**config.mk**
```make
export PLATFORM = sky130hd
export DESIGN_NAME = cam_window_dec
export DESIGN_NICKNAME = d
export VERILOG_FILES = /design/src/rtl/cam_win_pkg.sv /design/src/rtl/cam_region_decode.sv /design/src/rtl/cam_cfg_table.sv /design/src/rtl/cam_rsp_stage.sv /design/src/rtl/cam_window_dec.sv
export SDC_FILE = /design/constraint.sdc
export NUM_CORES = 1
export LEC_CHECK = 0
export ABC_AREA = 1
export BUFFER_PORTS_ARGS = -buffer_cell sky130_fd_sc_hd__buf_2
export CAP_MARGIN = 20
export CORE_ASPECT_RATIO = 0.9
export CORE_MARGIN = 4
export CORE_UTILIZATION = 30
export DETAILED_ROUTE_END_ITERATION = 8
export GPL_ROUTABILITY_DRIVEN = 0
export GPL_TIMING_DRIVEN = 0
export MAX_ROUTING_LAYER = met4
export SLEW_MARGIN = 20
export SYNTH_ARGS = -nofsm -noshare
export SYNTH_HDL_FRONTEND = slang
export SYNTH_SLANG_ARGS = --single-unit
```
**constraint.sdc**
```tcl
create_clock -name clk -period 3.6 [get_ports clk]
set_input_delay 0 -clock clk [delete_from_list [all_inputs] [get_ports clk]]
set_output_delay 0 -clock clk [all_outputs]
set_load 0.05 [all_outputs]
```
**src/rtl/cam_win_pkg.sv**
```systemverilog
package cam_win_pkg;

  localparam int unsigned WORD_W = 32;

  typedef enum logic [1:0] {
    RGN_CFG  = 2'd0,
    RGN_SLV  = 2'd1,
    RGN_LBUS = 2'd2,
    RGN_NONE = 2'd3
  } region_e;

  // Fixed table contents
  localparam logic [WORD_W-1:0] CHIP_IDENT  = 32'hC002_2D15;
  localparam logic [WORD_W-1:0] BREAK_WORD  = 32'hC0DE_0000;
  localparam int unsigned       TBL_WORDS   = 4;  // identifier + three engines
  localparam int unsigned       BRK_WORDS   = 2;  // words that accept the break value
  localparam int unsigned       FULL_BYTES  = 4;

  // Engine type codes
  localparam logic [3:0] ENG_PEEK    = 4'h2;
  localparam logic [3:0] ENG_LINK    = 4'h3;
  localparam logic [3:0] ENG_SCRATCH = 4'h6;

  function automatic logic [WORD_W-1:0] engine_word(
      input logic        more,
      input logic [15:0] version,
      input logic [3:0]  kind,
      input logic [3:0]  check);
    logic [WORD_W-1:0] w;
    w = '0;
    w[31]    = more;
    w[23:16] = 8'h01;
    w        = w | {16'h0, version};
    w[7:4]   = w[7:4] | kind;
    w[3:0]   = w[3:0] | check;
    return w;
  endfunction

  function automatic logic [WORD_W-1:0] table_word(input int unsigned idx);
    case (idx)
      0:       return CHIP_IDENT;
      1:       return engine_word(1'b1, 16'h1000, ENG_PEEK,    4'hC);
      2:       return engine_word(1'b1, 16'h5000, ENG_LINK,    4'hA);
      3:       return engine_word(1'b1, 16'h1000, ENG_SCRATCH, 4'h7);
      default: return '0;
    endcase
  endfunction

endpackage

```
**src/rtl/cam_region_decode.sv**
```systemverilog
module cam_region_decode
  import cam_win_pkg::*;
#(
  parameter int unsigned ADDR_W    = 21,
  parameter int unsigned CFG_SPAN  = 'h400,
  parameter int unsigned SLV_BASE  = 'h800,
  parameter int unsigned SLV_SPAN  = 'h400,
  parameter int unsigned LBUS_BASE = 'hC00
) (
  input  logic [ADDR_W-1:0] addr,
  output region_e           region,
  output logic [ADDR_W-1:0] offset
);

  localparam logic [ADDR_W-1:0] CFG_END  = ADDR_W'(CFG_SPAN);
  localparam logic [ADDR_W-1:0] SLV_LO   = ADDR_W'(SLV_BASE);
  localparam logic [ADDR_W-1:0] SLV_END  = ADDR_W'(SLV_BASE + SLV_SPAN);
  localparam logic [ADDR_W-1:0] LBUS_LO  = ADDR_W'(LBUS_BASE);

  always_comb begin
    region = RGN_NONE;
    offset = '0;
    if (addr < CFG_END) begin
      region = RGN_CFG;
      offset = addr;
    end else if (addr >= SLV_LO && addr < SLV_END) begin
      region = RGN_SLV;
      offset = addr - SLV_LO;
    end else if (addr >= LBUS_LO) begin
      region = RGN_LBUS;
      offset = addr - LBUS_LO;
    end
  end

endmodule

```
**src/rtl/cam_cfg_table.sv**
```systemverilog
module cam_cfg_table
  import cam_win_pkg::*;
#(
  parameter int unsigned IDX_W = 19
) (
  input  logic [IDX_W-1:0]  word_idx,
  input  logic              wr,
  input  logic [WORD_W-1:0] wdata,
  input  logic              size_ok,
  output logic [WORD_W-1:0] rdata,
  output logic              brk_hit
);

  localparam int unsigned SEL_W = $clog2(TBL_WORDS);

  logic [WORD_W-1:0] entry [TBL_WORDS];

  for (genvar g = 0; g < TBL_WORDS; g++) begin : g_entry
    assign entry[g] = table_word(g);
  end

  logic in_table;
  logic in_brk;

  assign in_table = (word_idx < IDX_W'(TBL_WORDS));
  assign in_brk   = (word_idx < IDX_W'(BRK_WORDS));

  always_comb begin
    rdata = '0;
    if (in_table) rdata = entry[word_idx[SEL_W-1:0]];
  end

  assign brk_hit = wr && size_ok && in_brk && (wdata == BREAK_WORD);

endmodule

```
**src/rtl/cam_rsp_stage.sv**
```systemverilog
module cam_rsp_stage
  import cam_win_pkg::*;
(
  input  logic              clk,
  input  logic              rst_n,
  input  logic              load,
  input  logic [WORD_W-1:0] ld_data,
  input  logic              ld_err,
  input  logic              rsp_ready,
  output logic              rsp_valid,
  output logic [WORD_W-1:0] rsp_rdata,
  output logic              rsp_err,
  output logic              can_take
);

  assign can_take = !rsp_valid || rsp_ready;

  always_ff @(posedge clk) begin
    if (!rst_n) begin
      rsp_valid <= 1'b0;
      rsp_rdata <= '0;
      rsp_err   <= 1'b0;
    end else if (load) begin
      rsp_valid <= 1'b1;
      rsp_rdata <= ld_data;
      rsp_err   <= ld_err;
    end else if (rsp_ready) begin
      rsp_valid <= 1'b0;
    end
  end

endmodule

```
**src/rtl/cam_window_dec.sv**
```systemverilog
module cam_window_dec
  import cam_win_pkg::*;
#(
  parameter int unsigned ADDR_W    = 21,
  parameter int unsigned SIZE_W    = 3,
  parameter int unsigned CFG_SPAN  = 'h400,
  parameter int unsigned SLV_BASE  = 'h800,
  parameter int unsigned SLV_SPAN  = 'h400,
  parameter int unsigned LBUS_BASE = 'hC00
) (
  input  logic              clk,
  input  logic              rst_n,
  input  logic              req_valid,
  output logic              req_ready,
  input  logic [ADDR_W-1:0] req_addr,
  input  logic              req_write,
  input  logic [31:0]       req_wdata,
  input  logic [SIZE_W-1:0] req_size,
  output logic              rsp_valid,
  input  logic              rsp_ready,
  output logic [31:0]       rsp_rdata,
  output logic              rsp_err,
  output logic              slv_sel,
  output logic              lbus_sel,
  output logic [ADDR_W-1:0] dn_offset,
  output logic              dn_write,
  output logic [31:0]       dn_wdata,
  output logic [SIZE_W-1:0] dn_size,
  input  logic [31:0]       slv_rdata,
  input  logic [31:0]       lbus_rdata,
  output logic              lbus_cold_rst
);

  localparam int unsigned IDX_W = ADDR_W - 2;

  region_e           region;
  logic [ADDR_W-1:0] offset;
  logic              accept;
  logic              size_ok;
  logic [31:0]       cfg_rdata;
  logic              brk_hit;
  logic [31:0]       rd_mux;
  logic              err_now;
  logic              cold_q;

  cam_region_decode #(
    .ADDR_W   (ADDR_W),
    .CFG_SPAN (CFG_SPAN),
    .SLV_BASE (SLV_BASE),
    .SLV_SPAN (SLV_SPAN),
    .LBUS_BASE(LBUS_BASE)
  ) u_decode (
    .addr  (req_addr),
    .region(region),
    .offset(offset)
  );

  assign size_ok = (req_size == SIZE_W'(FULL_BYTES));

  cam_cfg_table #(
    .IDX_W(IDX_W)
  ) u_table (
    .word_idx(offset[ADDR_W-1:2]),
    .wr      (req_write),
    .wdata   (req_wdata),
    .size_ok (size_ok),
    .rdata   (cfg_rdata),
    .brk_hit (brk_hit)
  );

  assign accept  = req_valid && req_ready;
  assign err_now = (region == RGN_CFG) && !size_ok;

  always_comb begin
    rd_mux = '0;
    if (!req_write) begin
      case (region)
        RGN_CFG:  rd_mux = size_ok ? cfg_rdata : '0;
        RGN_SLV:  rd_mux = slv_rdata;
        RGN_LBUS: rd_mux = lbus_rdata;
        default:  rd_mux = '0;
      endcase
    end
  end

  cam_rsp_stage u_rsp (
    .clk      (clk),
    .rst_n    (rst_n),
    .load     (accept),
    .ld_data  (rd_mux),
    .ld_err   (err_now),
    .rsp_ready(rsp_ready),
    .rsp_valid(rsp_valid),
    .rsp_rdata(rsp_rdata),
    .rsp_err  (rsp_err),
    .can_take (req_ready)
  );

  assign slv_sel   = accept && (region == RGN_SLV);
  assign lbus_sel  = accept && (region == RGN_LBUS);
  assign dn_offset = offset;
  assign dn_write  = req_write;
  assign dn_wdata  = req_wdata;
  assign dn_size   = req_size;

  always_ff @(posedge clk) begin
    if (!rst_n) cold_q <= 1'b0;
    else        cold_q <= accept && (region == RGN_CFG) && brk_hit;
  end

  assign lbus_cold_rst = cold_q;

endmodule

```
==> out/qor.yml, run 1 <==
status: "finished, final reports clean"
hold_class: "primary input to register"
dp.cells: 866
numCtsBuffers: 5
seq_area_sq_um: 701
post_route_cells_drive_above_1_share_pct: 41.7
drv_cap: 0
syn_nets: 652
postCtsHoldBufs: 0
grt_pass1_vias: 3812
setup_viol: 0
finalCritPeriodShare_pct: 65.6
htree_levels: 2
yosysWarningCount: 0
ant_nets: 0
routedWlPerCell_um: 13.9
start_util_pct: 31.1
clk_path_buf_depth: 2
grt_overflow_total: 0
antenna_found_initial: 0
vdd_drop_max_mv: 0.187
root_buffer: "clkbuf_16"
cts_tree: "built"
final_cells: 873
worst_slew_pin_slew_ns: 0.573
io_buffer_count: 219
startpoint_type: "primary input"
mappedNetlistArea_sq_mm: 0.00321
period_needed_ns: 2.36
vias_per_cell: 4.71
grt_setup_unrepaired: "no"
antenna_cells_inserted: 0
critPathMaxFanout: 6
preCtsSetupSlack_ns: 0.962
use_met1_pct: 22.9
hold_viol_final: 0
row_count: 35
ys_seq_area_share_pct: 21.8
leakage_nw: 2.60
grt_pass1_wl_mm: 18.2
worstSetupPathType: "primary input to register"
clkTransAtPathRegs_ns: 0.05
drtIter0Drc: 166
cts.sinks: 35
worst_skew_pair.late_latency_ns: 0.27
die_h_um: 106
tns_ns: 0
multi_input_area_sq_mm: 0.00186
met2_usage_pct: 32.0
slew_headroom_pct: 61.8
pin_count: 220
fillCellCount: 1112
core_sq_mm: 0.0103
crit_path_end_kind: "register"
drc: 0
drt_first_pass_iters: 4
cts_setup_buffers: 0
die-area_sq_mm: 0.0124
areaGrowthSynthToFinish_pct: 43.6
ctsResizeCount: 0
clock_skew_ns: 0.00404
setup_ws_ns: 1.24
power_density_mw_per_mm2: 289
whs_ns: 0.0324
fp.dieW_um: 117
synth.distinct_cells: 30
vias: 4115
nets: 878
required_ns: 3.80
routed_wirelength_mm: 12.1
use_met3_pct: 2.62
grt_max_degree: 11
grt.total_usage_pct: 18.7
cp.arrival_ns: 2.56
dp_hpwl_mm: 10.4
syn_inst: 518
busiest_layer: "met2"
max_freq_mhz: 424
final_max_slew_viol_count: 0
ys_seq_elements: 35
synth.avg_cell_area_sq_um: 6.21
==> report_power, final <==
| part | leakage (nW) | switching, W | internal, W |
|---|---|---|---|
| clock network | 0.0727 | 0.000152 | 0.000270 |
| logic | 2.24 | 0.000344 | 0.000157 |
| registers | 0.285 | 0.00000774 | 0.000403 |
==> cell usage in the layout (no fill, tap or decap), drive strengths merged <==
cell type / Yosys / final
dfxtp: 35 / 35
ha: 9 / 9
a21oi: 38 / 38
clkinv: 2 / 3
buf: 41 / 260
nor3: 2 / 2
o41ai: 1 / 1
o21ai: 28 / 28
inv: 70 / 70
nand3b: 1 / 1
nand3: 69 / 69
clkbuf: 18 / 24
xor2: 7 / 7
nand2: 132 / 132
nand4: 20 / 20
nor4: 6 / 6
nor2: 39 / 39
==> kinds of logic (layout without fill, tap and decap cells) <==
family                     after synthesis  count (layout)  synth area share [%]
and+or+nand+nor                        269             269                  41.1
buffers and inverters                  131             357                  20.3
AOI/OAI and AO/OA                       67              67                  11.4
DFF                                     35              35                  21.8
adders and majority gates                9               9                  3.50
xor gates and xnor gates                 7               7                  1.91
==> critical path, cell delays in order <==
cell     delay [ns]
buf_2          0.12
inv_1          0.16
ha_1           0.32
nand3_1        0.16
nor2_1         0.20
nand3_1        0.11
nor2_2         0.26
inv_2          0.07
nand3_1        0.10
nand2_2        0.08
nor2_2         0.08
nand3_1        0.13
nor2_4         0.19
nand4_1        0.23
nand3_1        0.17
nand2_1        0.06
a21oi_1        0.12
==> registers in the layout, summed over array words and instances (netlist names) <==
signal / flops
lbus_cold_rst: 1
u_rsp.rsp_err: 1
u_rsp.rsp_valid: 1
u_rsp.rsp_rdata: 32
==> per-layer routing <==
layer	wire (um)	up-vias
li1	-	2089
met1	5180	1842
met2	5810	170
met3	892	14
met4	212	0
met5	0	-
==> Yosys cell counts <==
master	count	area (sq um)
nand3_1	58	290
buf_6	3	33.8
nand2_2	5	31.3
nand4_4	1	21.3
nand2_4	3	33.8
nor3_1	2	10.0
o41ai_2	1	16.3
nor2_2	5	31.3
nor2_4	2	22.5
nand2_1	124	465
clkinv_1	2	7.51
nand3b_1	1	7.51
ha_1	9	113
nor2_8	1	20.0
buf_4	36	270
dfxtp_1	35	701
o21ai_1	6	30.0
nand4_1	18	113
nand3_2	11	110
xor2_1	7	61.3
a21oi_1	33	165
nor2_1	31	116
a21oi_2	5	43.8
o21ai_0	22	110
nand4_2	1	12.5
inv_2	8	30.0
clkbuf_1	18	67.6
inv_1	62	233
nor4_1	6	37.5
buf_2	2	10.0
==> metrics by stage <==
| stage | utilization, % | area (sq um) | power, W |
|---|---|---|---|
| floorplan | - | 3210 | 0.000758 |
| global placement | 43.3 | 4470 | 0.000919 |
| detailed placement | 43.3 | 4470 | 0.000922 |
| CTS | 44.7 | 4620 | 0.00135 |
| global route | 44.7 | 4620 | 0.00140 |
| finish | 44.7 | 4620 | 0.00133 |
==> final cells by class <==
class	count	area share, %
well taps	129	3.50
inverters	72	5.86
clock buffers	6	3.01
plain buffers	59	8.27
flip-flops and latches	35	15.2
multi-input cells	352	40.3
repair buffers	219	23.7
clock inverters	1	0.108
==> worst paths after layout <==
path | startpoint | endpoint | slack [ns] | depth (start not counted)
max | req_addr[12] | u_rsp.rsp_rdata[14] | 1.24 | 17
min | req_wdata[1] | lbus_cold_rst | 0.03 | 4
max reg2reg | u_rsp.rsp_valid | u_rsp.rsp_rdata[21] | 1.84 | 8
min reg2reg | u_rsp.rsp_rdata[29] | u_rsp.rsp_rdata[29] | 0.46 | 2
Note: power is estimated with default switching activity, not from simulation.
==> inputs of run 2 (changes only) <==
--- a/config.mk
+++ b/config.mk
@@ -5,7 +5,7 @@
 export SDC_FILE = /design/constraint.sdc
 export NUM_CORES = 1
 export LEC_CHECK = 0
-export ABC_AREA = 1
+export ABC_AREA = 0
 export BUFFER_PORTS_ARGS = -buffer_cell sky130_fd_sc_hd__buf_2
 export CAP_MARGIN = 20
 export CORE_ASPECT_RATIO = 0.9
==> constraint.sdc (replaced) <==
create_clock -name clk -period 2.5 [get_ports clk]
set_input_delay 0 -clock clk [delete_from_list [all_inputs] [get_ports clk]]
set_output_delay 0 -clock clk [all_outputs]
set_load 0.05 [all_outputs]
==> run 2 against run 1 <==
  * Critical path type is now primary input to output pin
  * Final cell count shrank 17%
  * Sequential power increased by 43%
  * Largest power group unchanged
  * Utilization up 3.3 points
  * Combinational power rose by 41%
  * Critical path depth shrank 9
  * Count of clock-buffer cells in the layout is the same
  * Flip-flop and latch count did not move
==> out/qor.yml, run 2 <==
fin_area_sq_mm: 0.00438
grt_overflow_total: 0
vias: 3673
crit_buf_inv: 3
pin_count: 220
seq_area_sq_um: 701
cts_tree: "built"
layout_commonest_cell: "buf_2"
clock_skew_ns: 0.00475
worstSetupPathType: "primary input to output pin"
drc: 0
power_density_mw_per_mm2: 392
antenna_cells_inserted: 0
crit_path_end_kind: "output pin"
final_max_slew_viol_count: 0
cp-startpoint: "req_addr[14]"
yosysMostFrequentCell: "nand2_1"
async_flop_share_pct: 0
grt.total_usage_pct: 20.5
start_util_pct: 30.8
critical-path-top-delay-family: "simple AND/OR/NAND/NOR gates"
dp.cells: 702
startpoint_type: "primary input"
status: "finished, final reports clean"
r2r_slack_ns: 0.60
worst_skew_pair.late_latency_ns: 0.28
slew_headroom_pct: 47.6
path_depth: 8
syn_nets: 497
path_common_cell: "buf_2"
yosys.area.top_type: "dfxtp_1"
period_needed_ns: 2.40
yosys_most_used_dff: "dfxtp_1"
drv_cap: 0
clk_path_buf_depth: 2
syn_inst: 363
numCtsBuffers: 5
synth_top_area_share_pct: 25.0
worstRegToRegCells: 6
drtIter0Drc: 133
synth.distinct_cells: 54
hold_class: "primary input to register"
synth_edf_count: 0
worst_slew_pin_slew_ns: 0.781
final_cells: 725
worstHoldStart: "slv_rdata[21]"
rr_endpoint: "u_rsp.rsp_rdata[8]"
io_buffer_count: 217
power_w: 0.00171
place_area_sq_mm: 0.00410
hold_viol_final: 0
synthTopCellsByArea: "dfxtp_1 25%, buf_4 9.6%, o21ai_0 6.1%"
grt_pass1_vias: 3565
row_count: 33
grt_max_degree: 11
rr_startpoint: "u_rsp.rsp_valid"
core_sq_mm: 0.00913
routed_wirelength_mm: 11.6
drt_first_pass_iters: 5
root_buffer: "clkbuf_8"
die-area_sq_mm: 0.0110
die_h_um: 99.8
antenna_found_initial: 0
cts.sinks: 35
synth.avg_cell_area_sq_um: 7.73
nets: 737
min_to: "u_rsp.rsp_rdata[21]"
vias_per_cell: 5.07
max_freq_mhz: 417
mappedNetlistArea_sq_mm: 0.00281
post_route_cells_drive_above_1_share_pct: 50.2
ys_seq_elements: 35
routedWlPerCell_um: 15.9
areaGrowthSynthToFinish_pct: 56.0
htree_levels: 2
multi_input_area_sq_mm: 0.00180
ys_seq_area_share_pct: 25.0
grt_pass1_wl_mm: 17.7
postLayoutCoreUtil_pct: 48.0
setup_viol: 0
vdd_drop_max_mv: 0.262
clkTransAtPathRegs_ns: 0.07
crit_chain: "buf_2 > nor4_4 > nand4_1 > o31a_1 > clkbuf_1 > or2_2 > o211ai_1 > buf_2"
finalCritPeriodShare_pct: 95.9
ant_nets: 0
final_cell_mix: "222 x buf_2, 47 x buf_4, 38 x nand2_1, 35 x dfxtp_1, 33 x o21ai_0"
required_ns: 2.50
cp.arrival_ns: 2.40
leakage_nw: 2.06
fillCellCount: 963
top_register: "u_rsp.rsp_rdata"
whs_ns: 0.00727
min_delay_path_depth: 3
largest_reg_flops: 32
critPathMaxFanout: 10
fp.dieW_um: 110
cp_slowest_cell: "nor4_4"
max_stage_delay_ns: 0.42
dp_hpwl_mm: 9.42
yosys-top-cells-count: "38 x nand2_1, 36 x buf_4, 35 x dfxtp_1"
yosysWarningCount: 0
run 2: cell types whose count changed in the layout (fill, tap and decap cells not counted), sizes merged, moves of 10 or more:
cell	change
buf	+10
nor2	-24
and2	+15
inv	-62
nand4	-12
nand2	-93
a22oi	+17
nand3	-63
a21oi	-15
run 2: kinds of logic after synthesis:
group	after synthesis	share of synthesized area (%)
AOI/OAI and AO/OA	124	30.0
xor gates and xnor gates	6	1.87
adders and majority gates	9	4.01
buffers and inverters	65	13.9
DFF	35	25.0
and+or+nand+nor	124	25.3
run 2: worst max-delay path by stage:
stage	end	slack, ns
global route	u_rsp.rsp_rdata[17]	-0.02
finish	dn_offset[12]	0.10
global placement	u_rsp.rsp_rdata[17]	-0.45
CTS	dn_offset[12]	0.04
floorplan	dn_offset[13]	-0.13
detailed placement	u_rsp.rsp_rdata[17]	-0.44
run 2: cell type report:
type                            count  share of cell area (%)
Tap cell                          122                    3.49
Buffer                             56                    8.49
Multi-Input combinational cell    263                    41.2
Timing Repair Buffer              233                    28.0
Clock buffer                        6                    1.89
Sequential cell                    35                    16.0
Inverter                            9                   0.858
Clock inverter                      1                   0.114
run 2: what timing repair did:
item                                    4_1_cts  5_1_grt
hold endpoints to repair                      6        0
endpoints found under the setup margin       26       23
hold buffers                                  6        0
buffers inserted                              3        7
gates resized for setup                       5        7
gates cloned                                  0        0
pin swaps                                     1        2
run 2: through the flow:
stage,setup WS (ns),TNS (ns)
floorplan,-0.132,-0.324
global placement,-0.450,-10.47
detailed placement,-0.441,-10.72
CTS,0.0363,0
global route,-0.0192,-0.0270
finish,0.102,0
run 2: where the power goes:
part	total (W)	switching, W	internal, W
logic	0.000706	0.000467	0.000240
registers	0.000589	0.0000111	0.000578
clock network	0.000419	0.000203	0.000216
run 2: per-layer routing:
layer | routed length (um) | global-route usage (%) | vias up
met5 | 0 | - | -
met4 | 0 | 1.63 | 0
met3 | 1060 | 3.96 | 0
met2 | 5700 | 36.0 | 178
met1 | 4790 | 25.1 | 1691
li1 | - | - | 1804
run 2: tightest hold or removal path: stages:
cell and delay, ns:
buf_2 0.08, a22oi_1 0.06, o21ai_1 0.10
